**src/rtl/oam_dma_pkg.sv**
```systemverilog
package oam_dma_pkg;

  localparam int ADDR_W = 16;
  localparam int DATA_W = 8;
  localparam int REGION_W = 3;

  localparam logic [ADDR_W-1:0] OAM_LO = 16'hFE00;
  localparam logic [ADDR_W-1:0] OAM_END = 16'hFEA0;

  typedef struct packed {
    logic [ADDR_W-1:0] lo;
    logic [ADDR_W-1:0] hi;
  } window_t;

  // Locked window for a given source region and model strap (hi is exclusive).
  function automatic window_t lock_window(input logic [REGION_W-1:0] region,
                                          input logic color);
    window_t w;
    if (region == 3'b100) begin
      w.lo = 16'h8000;
      w.hi = 16'hA000;
    end else if (!color) begin
      w.lo = 16'hA000;
      w.hi = 16'hFE00;
    end else if (region == 3'b110) begin
      w.lo = 16'hC000;
      w.hi = 16'hFE00;
    end else begin
      w.lo = 16'hA000;
      w.hi = 16'hC000;
    end
    return w;
  endfunction

endpackage

```
**src/rtl/oam_dma_seq.sv**
```systemverilog
module oam_dma_seq
  import oam_dma_pkg::*;
#(
  parameter int NUM_BYTES   = 160,
  parameter int FIRST_DELAY = 8,
  parameter int BYTE_PERIOD = 4,
  parameter logic [ADDR_W-1:0] MAX_BASE = 16'hF100
) (
  input  logic                clk,
  input  logic                rst_n,
  input  logic                start_i,
  input  logic [ADDR_W-1:0]   base_i,
  output logic                active_o,
  output logic                beat_o,
  output logic [ADDR_W-1:0]   src_addr_o,
  output logic [7:0]          idx_o,
  output logic [REGION_W-1:0] region_o
);

  localparam int CNT_W = $clog2(FIRST_DELAY);
  localparam int IDX_W = $clog2(NUM_BYTES);
  localparam logic [CNT_W-1:0] FIRST_LOAD  = CNT_W'(FIRST_DELAY - 1);
  localparam logic [CNT_W-1:0] PERIOD_LOAD = CNT_W'(BYTE_PERIOD - 1);
  localparam logic [IDX_W-1:0] LAST_IDX    = IDX_W'(NUM_BYTES - 1);

  logic                active_q, active_d;
  logic [CNT_W-1:0]    cnt_q, cnt_d;
  logic [IDX_W-1:0]    idx_q, idx_d;
  logic [ADDR_W-1:0]   src_q, src_d;
  logic [REGION_W-1:0] region_q, region_d;
  logic                start_ok, beat, last_beat, state_en;

  assign start_ok  = start_i && (base_i <= MAX_BASE);
  assign beat      = active_q && (cnt_q == '0);
  assign last_beat = beat && (idx_q == LAST_IDX);
  assign state_en  = start_ok || active_q;

  always_comb begin
    active_d = active_q;
    cnt_d    = cnt_q;
    idx_d    = idx_q;
    src_d    = src_q;
    region_d = region_q;
    if (start_ok) begin
      active_d = 1'b1;
      cnt_d    = FIRST_LOAD;
      idx_d    = '0;
      src_d    = base_i;
      region_d = base_i[ADDR_W-1 -: REGION_W];
    end else if (beat) begin
      if (last_beat) begin
        active_d = 1'b0;
      end else begin
        idx_d = idx_q + 1'b1;
        src_d = src_q + 1'b1;
        cnt_d = PERIOD_LOAD;
      end
    end else begin
      cnt_d = cnt_q - 1'b1;
    end
  end

  always_ff @(posedge clk or negedge rst_n) begin
    if (!rst_n) begin
      active_q <= 1'b0;
      cnt_q    <= '0;
      idx_q    <= '0;
      src_q    <= '0;
      region_q <= '0;
    end else if (state_en) begin
      active_q <= active_d;
      cnt_q    <= cnt_d;
      idx_q    <= idx_d;
      src_q    <= src_d;
      region_q <= region_d;
    end
  end

  assign active_o   = active_q;
  assign beat_o     = beat;
  assign src_addr_o = src_q;
  assign idx_o      = 8'(idx_q);
  assign region_o   = region_q;

  // strobes are spaced, never back to back
  assert_beat_spacing_R2: assert property (@(posedge clk) disable iff (!rst_n)
    beat |=> !beat_o);

  // index stays within the copy length
  assert_idx_range_R3: assert property (@(posedge clk) disable iff (!rst_n)
    beat_o |-> (idx_o < 8'(NUM_BYTES)));

  // activity ends only right after the final byte
  assert_end_after_last_R8: assert property (@(posedge clk) disable iff (!rst_n)
    $fell(active_o) |-> $past(beat_o && (idx_o == 8'(NUM_BYTES - 1))));

  // out-of-range start while idle leaves the engine idle
  assert_ignore_high_base_R1: assert property (@(posedge clk) disable iff (!rst_n)
    (start_i && (base_i > MAX_BASE) && !active_o) |=> !active_o);

  // accepted start gives a fresh delay from index zero
  assert_restart_fresh_R9: assert property (@(posedge clk) disable iff (!rst_n)
    start_ok |=> (active_o && !beat_o && idx_o == 8'd0 && src_addr_o == $past(base_i)));

endmodule

```
**src/rtl/oam_dma_guard.sv**
```systemverilog
module oam_dma_guard
  import oam_dma_pkg::*;
(
  input  logic                clk,
  input  logic                rst_n,
  input  logic                active_i,
  input  logic [REGION_W-1:0] region_i,
  input  logic                color_i,
  input  logic [ADDR_W-1:0]   cpu_addr_i,
  input  logic                cpu_wr_i,
  input  logic [DATA_W-1:0]   bus_rdata_i,
  output logic [DATA_W-1:0]   cpu_rdata_o,
  output logic                mem_wr_o
);

  window_t win;
  logic    in_oam, in_win, blocked;

  always_comb begin
    win     = lock_window(region_i, color_i);
    in_oam  = (cpu_addr_i >= OAM_LO) && (cpu_addr_i < OAM_END);
    in_win  = (cpu_addr_i >= win.lo) && (cpu_addr_i < win.hi);
    blocked = active_i && (in_oam || in_win);
    cpu_rdata_o = blocked ? '1 : bus_rdata_i;
    mem_wr_o    = cpu_wr_i && !blocked;
  end

  // table accesses are always locked during a copy
  assert_oam_locked_R4: assert property (@(posedge clk) disable iff (!rst_n)
    (active_i && cpu_addr_i[15:8] == 8'hFE && cpu_addr_i[7:0] < 8'hA0)
      |-> (!mem_wr_o && cpu_rdata_o == 8'hFF));

endmodule

```
**src/rtl/oam_copy_engine.sv**
```systemverilog
module oam_copy_engine
  import oam_dma_pkg::*;
#(
  parameter int NUM_BYTES   = 160,
  parameter int FIRST_DELAY = 8,
  parameter int BYTE_PERIOD = 4,
  parameter logic [15:0] MAX_BASE = 16'hF100
) (
  input  logic        clk,
  input  logic        rst_n,
  input  logic        start_i,
  input  logic [15:0] start_base_i,
  input  logic        color_mode_i,
  input  logic [15:0] cpu_addr_i,
  input  logic        cpu_rd_i,
  input  logic        cpu_wr_i,
  input  logic [7:0]  cpu_bus_rdata_i,
  output logic [7:0]  cpu_rdata_o,
  output logic        mem_wr_o,
  output logic        src_rd_o,
  output logic [15:0] src_addr_o,
  input  logic [7:0]  src_rdata_i,
  output logic        oam_we_o,
  output logic [7:0]  oam_idx_o,
  output logic [7:0]  oam_wdata_o,
  output logic        busy_o
);

  logic [1:0]          rst_sync_q;
  logic                rst_int_n;
  logic                active, beat;
  logic [REGION_W-1:0] region;
  logic                rd_unused;

  always_ff @(posedge clk or negedge rst_n) begin
    if (!rst_n) rst_sync_q <= 2'b00;
    else        rst_sync_q <= {rst_sync_q[0], 1'b1};
  end
  assign rst_int_n = rst_sync_q[1];

  oam_dma_seq #(
    .NUM_BYTES  (NUM_BYTES),
    .FIRST_DELAY(FIRST_DELAY),
    .BYTE_PERIOD(BYTE_PERIOD),
    .MAX_BASE   (MAX_BASE)
  ) u_seq (
    .clk       (clk),
    .rst_n     (rst_int_n),
    .start_i   (start_i),
    .base_i    (start_base_i),
    .active_o  (active),
    .beat_o    (beat),
    .src_addr_o(src_addr_o),
    .idx_o     (oam_idx_o),
    .region_o  (region)
  );

  oam_dma_guard u_guard (
    .clk        (clk),
    .rst_n      (rst_int_n),
    .active_i   (active),
    .region_i   (region),
    .color_i    (color_mode_i),
    .cpu_addr_i (cpu_addr_i),
    .cpu_wr_i   (cpu_wr_i),
    .bus_rdata_i(cpu_bus_rdata_i),
    .cpu_rdata_o(cpu_rdata_o),
    .mem_wr_o   (mem_wr_o)
  );

  assign rd_unused   = cpu_rd_i;
  assign src_rd_o    = beat;
  assign oam_we_o    = beat;
  assign oam_wdata_o = src_rdata_i;
  assign busy_o      = active;

  // idle engine never filters
  assert_idle_pass_R7: assert property (@(posedge clk) disable iff (!rst_int_n)
    !busy_o |-> (mem_wr_o == cpu_wr_i && cpu_rdata_o == cpu_bus_rdata_i));

  // no strobes while idle
  assert_idle_quiet_R10: assert property (@(posedge clk) disable iff (!rst_int_n)
    !busy_o |-> (!oam_we_o && !src_rd_o));

endmodule

```
**config.mk**
```make
export PLATFORM = sky130hd
export DESIGN_NAME = oam_copy_engine
export DESIGN_NICKNAME = d
export VERILOG_FILES = /design/src/rtl/oam_dma_pkg.sv /design/src/rtl/oam_dma_seq.sv /design/src/rtl/oam_dma_guard.sv /design/src/rtl/oam_copy_engine.sv
export SDC_FILE = /design/constraint.sdc
export NUM_CORES = 1
export LEC_CHECK = 0
export ABC_AREA = 1
export ABC_CLOCK_PERIOD_IN_PS = 2500
export BUFFER_PORTS_ARGS = -buffer_cell sky130_fd_sc_hd__buf_2
export CAP_MARGIN = 20
export CORE_ASPECT_RATIO = 1.75
export CORE_MARGIN = 2
export CORE_UTILIZATION = 45
export CTS_CLUSTER_DIAMETER = 30
export DETAILED_ROUTE_END_ITERATION = 16
export PLACE_DENSITY = 0.75
export SYNTH_ARGS = -nofsm -noshare
export SYNTH_HDL_FRONTEND = slang
export SYNTH_SLANG_ARGS = --single-unit
```
**constraint.sdc**
```tcl
create_clock -name clk -period 2.5 [get_ports clk]
set_clock_uncertainty 0.1 [all_clocks]
set_input_delay 0.5 -clock clk [delete_from_list [all_inputs] [get_ports clk]]
set_output_delay 0.5 -clock clk [all_outputs]
set_load 0.1 [all_outputs]
```
==> results.json, run 1 <==
{
  "worst_slew_pin_slew_ns": 0.5236,
  "dieArea_sq_mm": 0.006226,
  "initial_core_util_pct": 45.77,
  "ant_nets": 0,
  "grt.total_usage_pct": 23.93,
  "synth_seq_cells": 33,
  "dpl-instance-area_sq_mm": 0.003289,
  "period_share_pct": 122.9,
  "period_minus_slack_ns": 3.072,
  "relSlewSlack_pct": 64.83,
  "core_area_sq_mm": 0.005495,
  "ir_worst_vdd_v": 0.0003878,
  "wl_per_cell_microns": 12.82,
  "ff_latch_area_sq_um": 827.0,
  "drive_gt1_share_pct": 29.12,
  "drc": 0,
  "multi_input_area_sq_mm": 0.001550,
  "first_iter_violations": 77,
  "clk_latency_ns": 0.29,
  "layout.nets": 531,
  "cts.sinks": 33,
  "slowest_delay_ns": 0.37,
  "drt-vias-per-instance": 5.024,
  "crit_slowest_cell": "dfrtp_1",
  "htreeDepth": 2,
  "dr_total_vias": 2728,
  "crit_fanout": 8,
  "endpoint_kind": "output port",
  "cts-root-buf": "clkbuf_8",
  "grt_pass1_wl_mm": 11.25,
  "pin_count": 98,
  "place_hpwl_mm": 5.356,
  "status": "finished, violations left",
  "synth.distinct_cells": 32,
  "crit_chain": "inv_2, nand2_2, inv_2, nand3_2, ha_4, nand2_2, inv_2, nand2_2, nor2_2, nand2_1, nand2_1, nand2_1, nor2_1, nand2_1, nand2_2, nand2_8, nand2_8, buf_12",
  "avgSynthCellArea_sq_um": 6.671,
  "slew_viol_final": 0,
  "grt_pass1_vias": 2653,
  "fillers": 545,
  "clkSlewWorstSetupHoldPaths_ns": 0.07,
  "finalSetupViolations": 9,
  "drt_pre_antenna_iters": 4,
  "critical_path_arrival_ns": 2.47,
  "critPathLaunch": "u_seq.region_o[0]$_DFFE_PN0P_",
  "cts_tree": "yes",
  "cts_buffers": 5,
  "clk_path_buf_depth": 2,
  "rows": 36,
  "hp-class": "register to asynchronous set/reset pin",
  "mostFrequentLayoutCells": "110 x nand2_1, 71 x buf_2, 51 x inv_1",
  "routed_wl_mm": 6.959,
  "grt_setup_unrepaired": "yes",
  "cap_viol_max_count": 0,
  "tns_ns": -4.950,
  "rr_startpoint": "u_seq.idx_o[0]$_DFFE_PN0P_",
  "required_ns": 1.90,
  "synth_nets": 442,
  "final_common_cell": "nand2_1",
  "cp-start-kind": "register",
  "grt_overflow": 0,
  "grt_max_degree": 32,
  "die_width_microns": 60.51,
  "power_density_mw_per_mm2": 557.2,
  "synth_cells": 377,
  "final_cell_area_sq_mm": 0.003447,
  "fp.dieH_microns": 102.9,
  "antenna_found_initial": 0,
  "port_buffers": 80,
  "place_congestion": 0.9997,
  "fmax_mhz": 325.6,
  "synth_seq_area_share_pct": 32.84,
  "violations": "negative setup slack",
  "critical_path_class": "register to output port",
  "whs_ns": 0.1653,
  "area_delta_synth_final_pct": 37.06,
  "hold_viol": 0,
  "synth_area_sq_mm": 0.002515,
  "worst_slack_ns": -0.5716,
  "synth_warnings": 0,
  "antenna_cells": 0,
  "rrSetupSlack_ns": 0.58,
  "cellLeakagePower_uw": 0.001861
}
-- what timing repair did --
item                                    4_1_cts  5_1_grt
hold buffers                                  1        0
pin swaps                                     8       14
resized for setup                             6        5
endpoints found under the setup margin        9        9
hold endpoints to repair                      2        0
buffers inserted                              2        2
-- cells by family (layout without fill, tap and decap cells) --
kind of cell / count (synthesis) / in the layout / share of synthesized area [%]
XOR/XNOR: 11 / 11 / 3.831
AO/OA/AOI/OAI: 15 / 15 / 3.283
other: 1 / 1 / 0.1491
multiplexers: 1 / 1 / 0.3980
flip-flops: 33 / 33 / 32.84
adder cells (fa/ha/maj): 11 / 11 / 5.473
AND/OR/NAND/NOR: 232 / 232 / 40.89
buffers and inverters: 73 / 163 / 13.13
-- per-layer routing --
metal  routed length (microns)  up-vias  global-route usage [%]
met5                         0        -                       0
met4                       293        0                   12.21
met3                       339       19                   3.513
met2                      3908       83                   45.90
met1                      2418     1280                   23.66
li1                          -     1346                       -
-- power by group --
group | total [uW] | leakage, uW | internal, uW | switching (uW)
combinational | 874 | 0.00142 | 243 | 631
clock | 410 | 0.0000439 | 192 | 217
sequential | 637 | 0.000401 | 581 | 56.8
total | 1920 | 0.00186 | 1020 | 905
-- cell usage after synthesis --
master    number  area share, %
nand3_2        1           0.40
clkbuf_1       2           0.30
clkinv_1       1           0.15
dfrtp_1       33             33
buf_2          2           0.40
nand2_1      123             18
o21ai_0        9            1.8
nand4_1        9            2.2
o211ai_1       2           0.60
inv_2          1           0.15
inv_1         54            8.1
buf_6          2           0.90
buf_4         10            3.0
nand2_2        2           0.50
xor2_1        11            3.8
conb_1         1           0.15
nor2_4         1           0.45
nand4_2        1           0.50
ha_1          11            5.5
nor3_2         1           0.40
or2_0          1           0.25
nand3b_1       8            2.4
nor3_1         3           0.60
nand3_1       38            7.6
nor4_1         2           0.50
nor2_1        40            6.0
mux2i_1        1           0.40
o31ai_1        1           0.30
and3b_1        1           0.35
a21oi_1        3           0.60
nand2_4        1           0.45
clkinv_2       1           0.20
-- metrics by stage --
stage	setup WS (ns)	util (%)	total power [uW]	instances
6_report	-0.5716	62.73	1921	543
5_1_grt	-0.7183	62.73	2014	543
4_1_cts	-0.4497	62.25	1921	541
3_5_place_dp	-0.2000	59.86	1498	530
3_3_place_gp	-0.1738	59.86	1484	530
2_1_floorplan	-0.05106	-	1332	377
-- final cells by class --
cell class	count	area share [%]
Multi-Input combinational cell	271	44.97
Sequential cell	33	23.99
Timing Repair Buffer	98	19.53
Inverter	57	6.243
Tap cell	76	2.759
Clock buffer	5	1.996
Clock inverter	3	0.5082
-- registers in the layout, summed over array words and instances (netlist names) --
register          count
rst_sync_q            2
u_seq.active_o        1
u_seq.cnt_q           3
u_seq.idx_o           8
u_seq.region_o        3
u_seq.src_addr_o     16
-- worst max-delay path, delay by kind of cell (launching register included) --
kind          cells  cell delay [ns]
fa+ha+maj         1             0.28
buf+inv           4             0.37
flops             1             0.37
simple gates     13             1.16
-- final timing paths --
kind / end / cells past startpoint
worst max register to register: u_seq.src_addr_o[8]$_DFFE_PN0P_ / 9
worst min register to register: u_seq.src_addr_o[13]$_DFFE_PN0P_ / 1
worst min-delay path: u_seq.src_addr_o[13]$_DFFE_PN0P_ / 1
worst max-delay path: cpu_rdata_o[3] / 18
min in group clk: rst_sync_q[1]$_DFF_PN0_ / 0
max in group asynchronous: rst_sync_q[0]$_DFF_PN0_ / 2
(Power assumes the default switching activity.)
==> inputs of run 2 (changes only) <==
--- a/config.mk
+++ b/config.mk
@@ -11,10 +11,10 @@
 export CAP_MARGIN = 20
 export CORE_ASPECT_RATIO = 1.75
 export CORE_MARGIN = 2
-export CORE_UTILIZATION = 45
+export CORE_UTILIZATION = 49
 export CTS_CLUSTER_DIAMETER = 30
 export DETAILED_ROUTE_END_ITERATION = 16
-export PLACE_DENSITY = 0.75
+export PLACE_DENSITY = 0.8
 export SYNTH_ARGS = -nofsm -noshare
 export SYNTH_HDL_FRONTEND = slang
 export SYNTH_SLANG_ARGS = --single-unit
==> results.json, run 2 (synthesis results as in run 1) <==
{
  "status": "finished, violations left",
  "violations": "negative setup slack",
  "rows": 34,
  "die_width_microns": 58.16,
  "area_delta_synth_final_pct": 34.63,
  "endpoint_kind": "output port",
  "cp-start-kind": "register",
  "dr_wl_met2_mm": 3.429,
  "antenna_found_initial": 0,
  "initial_core_util_pct": 50.53,
  "final_cell_count_no_fill": 518,
  "cts_tree": "yes",
  "r2r_end": "u_seq.src_addr_o[9]$_DFFE_PN0P_",
  "crit_chain": "nand2_2, inv_2, nand2_1, inv_1, ha_1, nand2_1, buf_4, nor2_1, nand2_1, nand2_1, nand2_2, buf_4, a21oi_4, buf_12",
  "hp-class": "register to asynchronous set/reset pin",
  "whs_ns": 0.1645,
  "grt_pass1_vias": 2653,
  "worst_slew_pin_slew_ns": 0.5143,
  "maxUsedRoutingLayer": "met4",
  "utilization_pct": 68.02,
  "cts-root-buf": "clkbuf_8",
  "drt-vias-per-instance": 5.180,
  "place_congestion": 0.9426,
  "htreeDepth": 2,
  "pin_count": 98,
  "rr_worst_depth": 9,
  "routed_wl_mm": 6.508,
  "cap_viol_max_count": 0,
  "period_minus_slack_ns": 2.907,
  "finalSetupViolations": 9,
  "clkPwrFrac_pct": 21.3,
  "placed_cells": 507,
  "combPwrFrac_pct": 45.3,
  "worst_slack_ns": -0.4069,
  "ant_nets": 0,
  "slew_viol_final": 0,
  "dieArea_sq_mm": 0.005744,
  "critical_path_arrival_ns": 2.31,
  "crit_slowest_cell": "dfrtp_1",
  "wl_per_cell_microns": 12.56,
  "ir_worst_vdd_v": 0.0004383,
  "cts_buffers": 5,
  "p_int_uw": 1009,
  "fp.dieH_microns": 98.77,
  "rrSetupSlack_ns": 0.59,
  "power_uw": 1900,
  "drt_pre_antenna_iters": 4,
  "largest_register_ff_count": 16,
  "mostFrequentLayoutCells": "112 x nand2_1, 71 x buf_2, 52 x inv_1",
  "antenna_cells": 0,
  "grt_setup_unrepaired": "yes",
  "grt_overflow": 0,
  "crit_path_frequent_cell": "nand2_1",
  "place_hpwl_mm": 5.080,
  "crit_fanout": 3,
  "clkSlewWorstSetupHoldPaths_ns": 0.07,
  "port_buffers": 80,
  "swShare_pct": 46.91,
  "layout.nets": 528,
  "fmax_mhz": 344.0,
  "cellLeakagePower_uw": 0.001846,
  "drive_gt1_share_pct": 27.59,
  "core_area_sq_mm": 0.004977,
  "required_ns": 1.90,
  "period_share_pct": 116.3,
  "grt_max_degree": 32,
  "clk_latency_ns": 0.29,
  "p_sw_uw": 891.1,
  "critical_path_class": "register to output port",
  "cts.sinks": 33,
  "rr_startpoint": "u_seq.idx_o[1]$_DFFE_PN0P_",
  "dr_total_vias": 2683,
  "first_iter_violations": 63,
  "slowest_delay_ns": 0.41,
  "final_common_cell": "nand2_1",
  "relSlewSlack_pct": 65.95,
  "drc": 0,
  "grt_pass1_wl_mm": 11.43,
  "power_density_mw_per_mm2": 561.1,
  "hold_viol": 0,
  "seqPwrFrac_pct": 33.5,
  "dr_wl_met3_microns": 341,
  "grt.total_usage_pct": 25.37,
  "tns_ns": -3.495,
  "m1WireLength_mm": 2.415,
  "clk_path_buf_depth": 2
}
[run 2: power by group through the flow]
stage	sequential, uW	clock, uW	combinational, uW
2_1_floorplan	899	0	433
3_3_place_gp	642	0	837
3_5_place_dp	645	0	851
4_1_cts	636	407	862
5_1_grt	645	433	922
6_report	636	404	860
[run 2: timing repair]
item,CTS,global route
hold buffers,1,0
gates cloned,0,0
endpoints found under the hold margin,2,0
gates resized for setup,6,0
setup endpoints to repair,9,9
setup buffers,1,1
pin swaps,8,5
[run 2: through the flow]
stage | worst slack (ns) | instance area [sq um]
floorplan | -0.05106 | 2676
global placement | -0.1763 | 3254
detailed placement | -0.1954 | 3254
CTS | -0.4295 | 3378
global route | -0.6174 | 3386
finish | -0.4069 | 3386
[run 2: routing by layer]
metal | GRT usage, % | vias up
li1 | - | 1356
met1 | 27.05 | 1207
met2 | 45.02 | 97
met3 | 4.331 | 23
met4 | 15.03 | 0
met5 | 0 | -
[run 2: how the worst max path moves through the flow]
| stage | startpoint | end | slack (ns) | cells past startpoint |
|---|---|---|---|---|
| 4_1_cts | u_seq.region_o[0]$_DFFE_PN0P_ | cpu_rdata_o[4] | -0.43 | 18 |
| 2_1_floorplan | u_seq.region_o[0]$_DFFE_PN0P_ | mem_wr_o | -0.05 | 14 |
| 6_report | u_seq.region_o[2]$_DFFE_PN0P_ | mem_wr_o | -0.41 | 14 |
| 5_1_grt | u_seq.region_o[0]$_DFFE_PN0P_ | cpu_rdata_o[4] | -0.62 | 18 |
| 3_5_place_dp | color_mode_i | cpu_rdata_o[0] | -0.20 | 16 |
| 3_3_place_gp | color_mode_i | cpu_rdata_o[0] | -0.18 | 16 |
[run 2: final cells by class]
class	count	area, sq um
repair buffers	95	650.6
clock inverters	3	17.52
flip-flops and latches	33	827.0
well taps	54	67.56
inverters	57	215.2
multi-input cells	271	1539
clock buffers	5	68.82
fillers	422	1592
[run 2: critical path, delay by kind of cell (launching register included)]
kind                     cells  cell delay (ns)
AND/OR/NAND/NOR              7             0.55
flip-flops                   1             0.41
adder cells (fa/ha/maj)      1             0.29
AO/OA/AOI/OAI                1             0.17
buffers and inverters        5             0.58
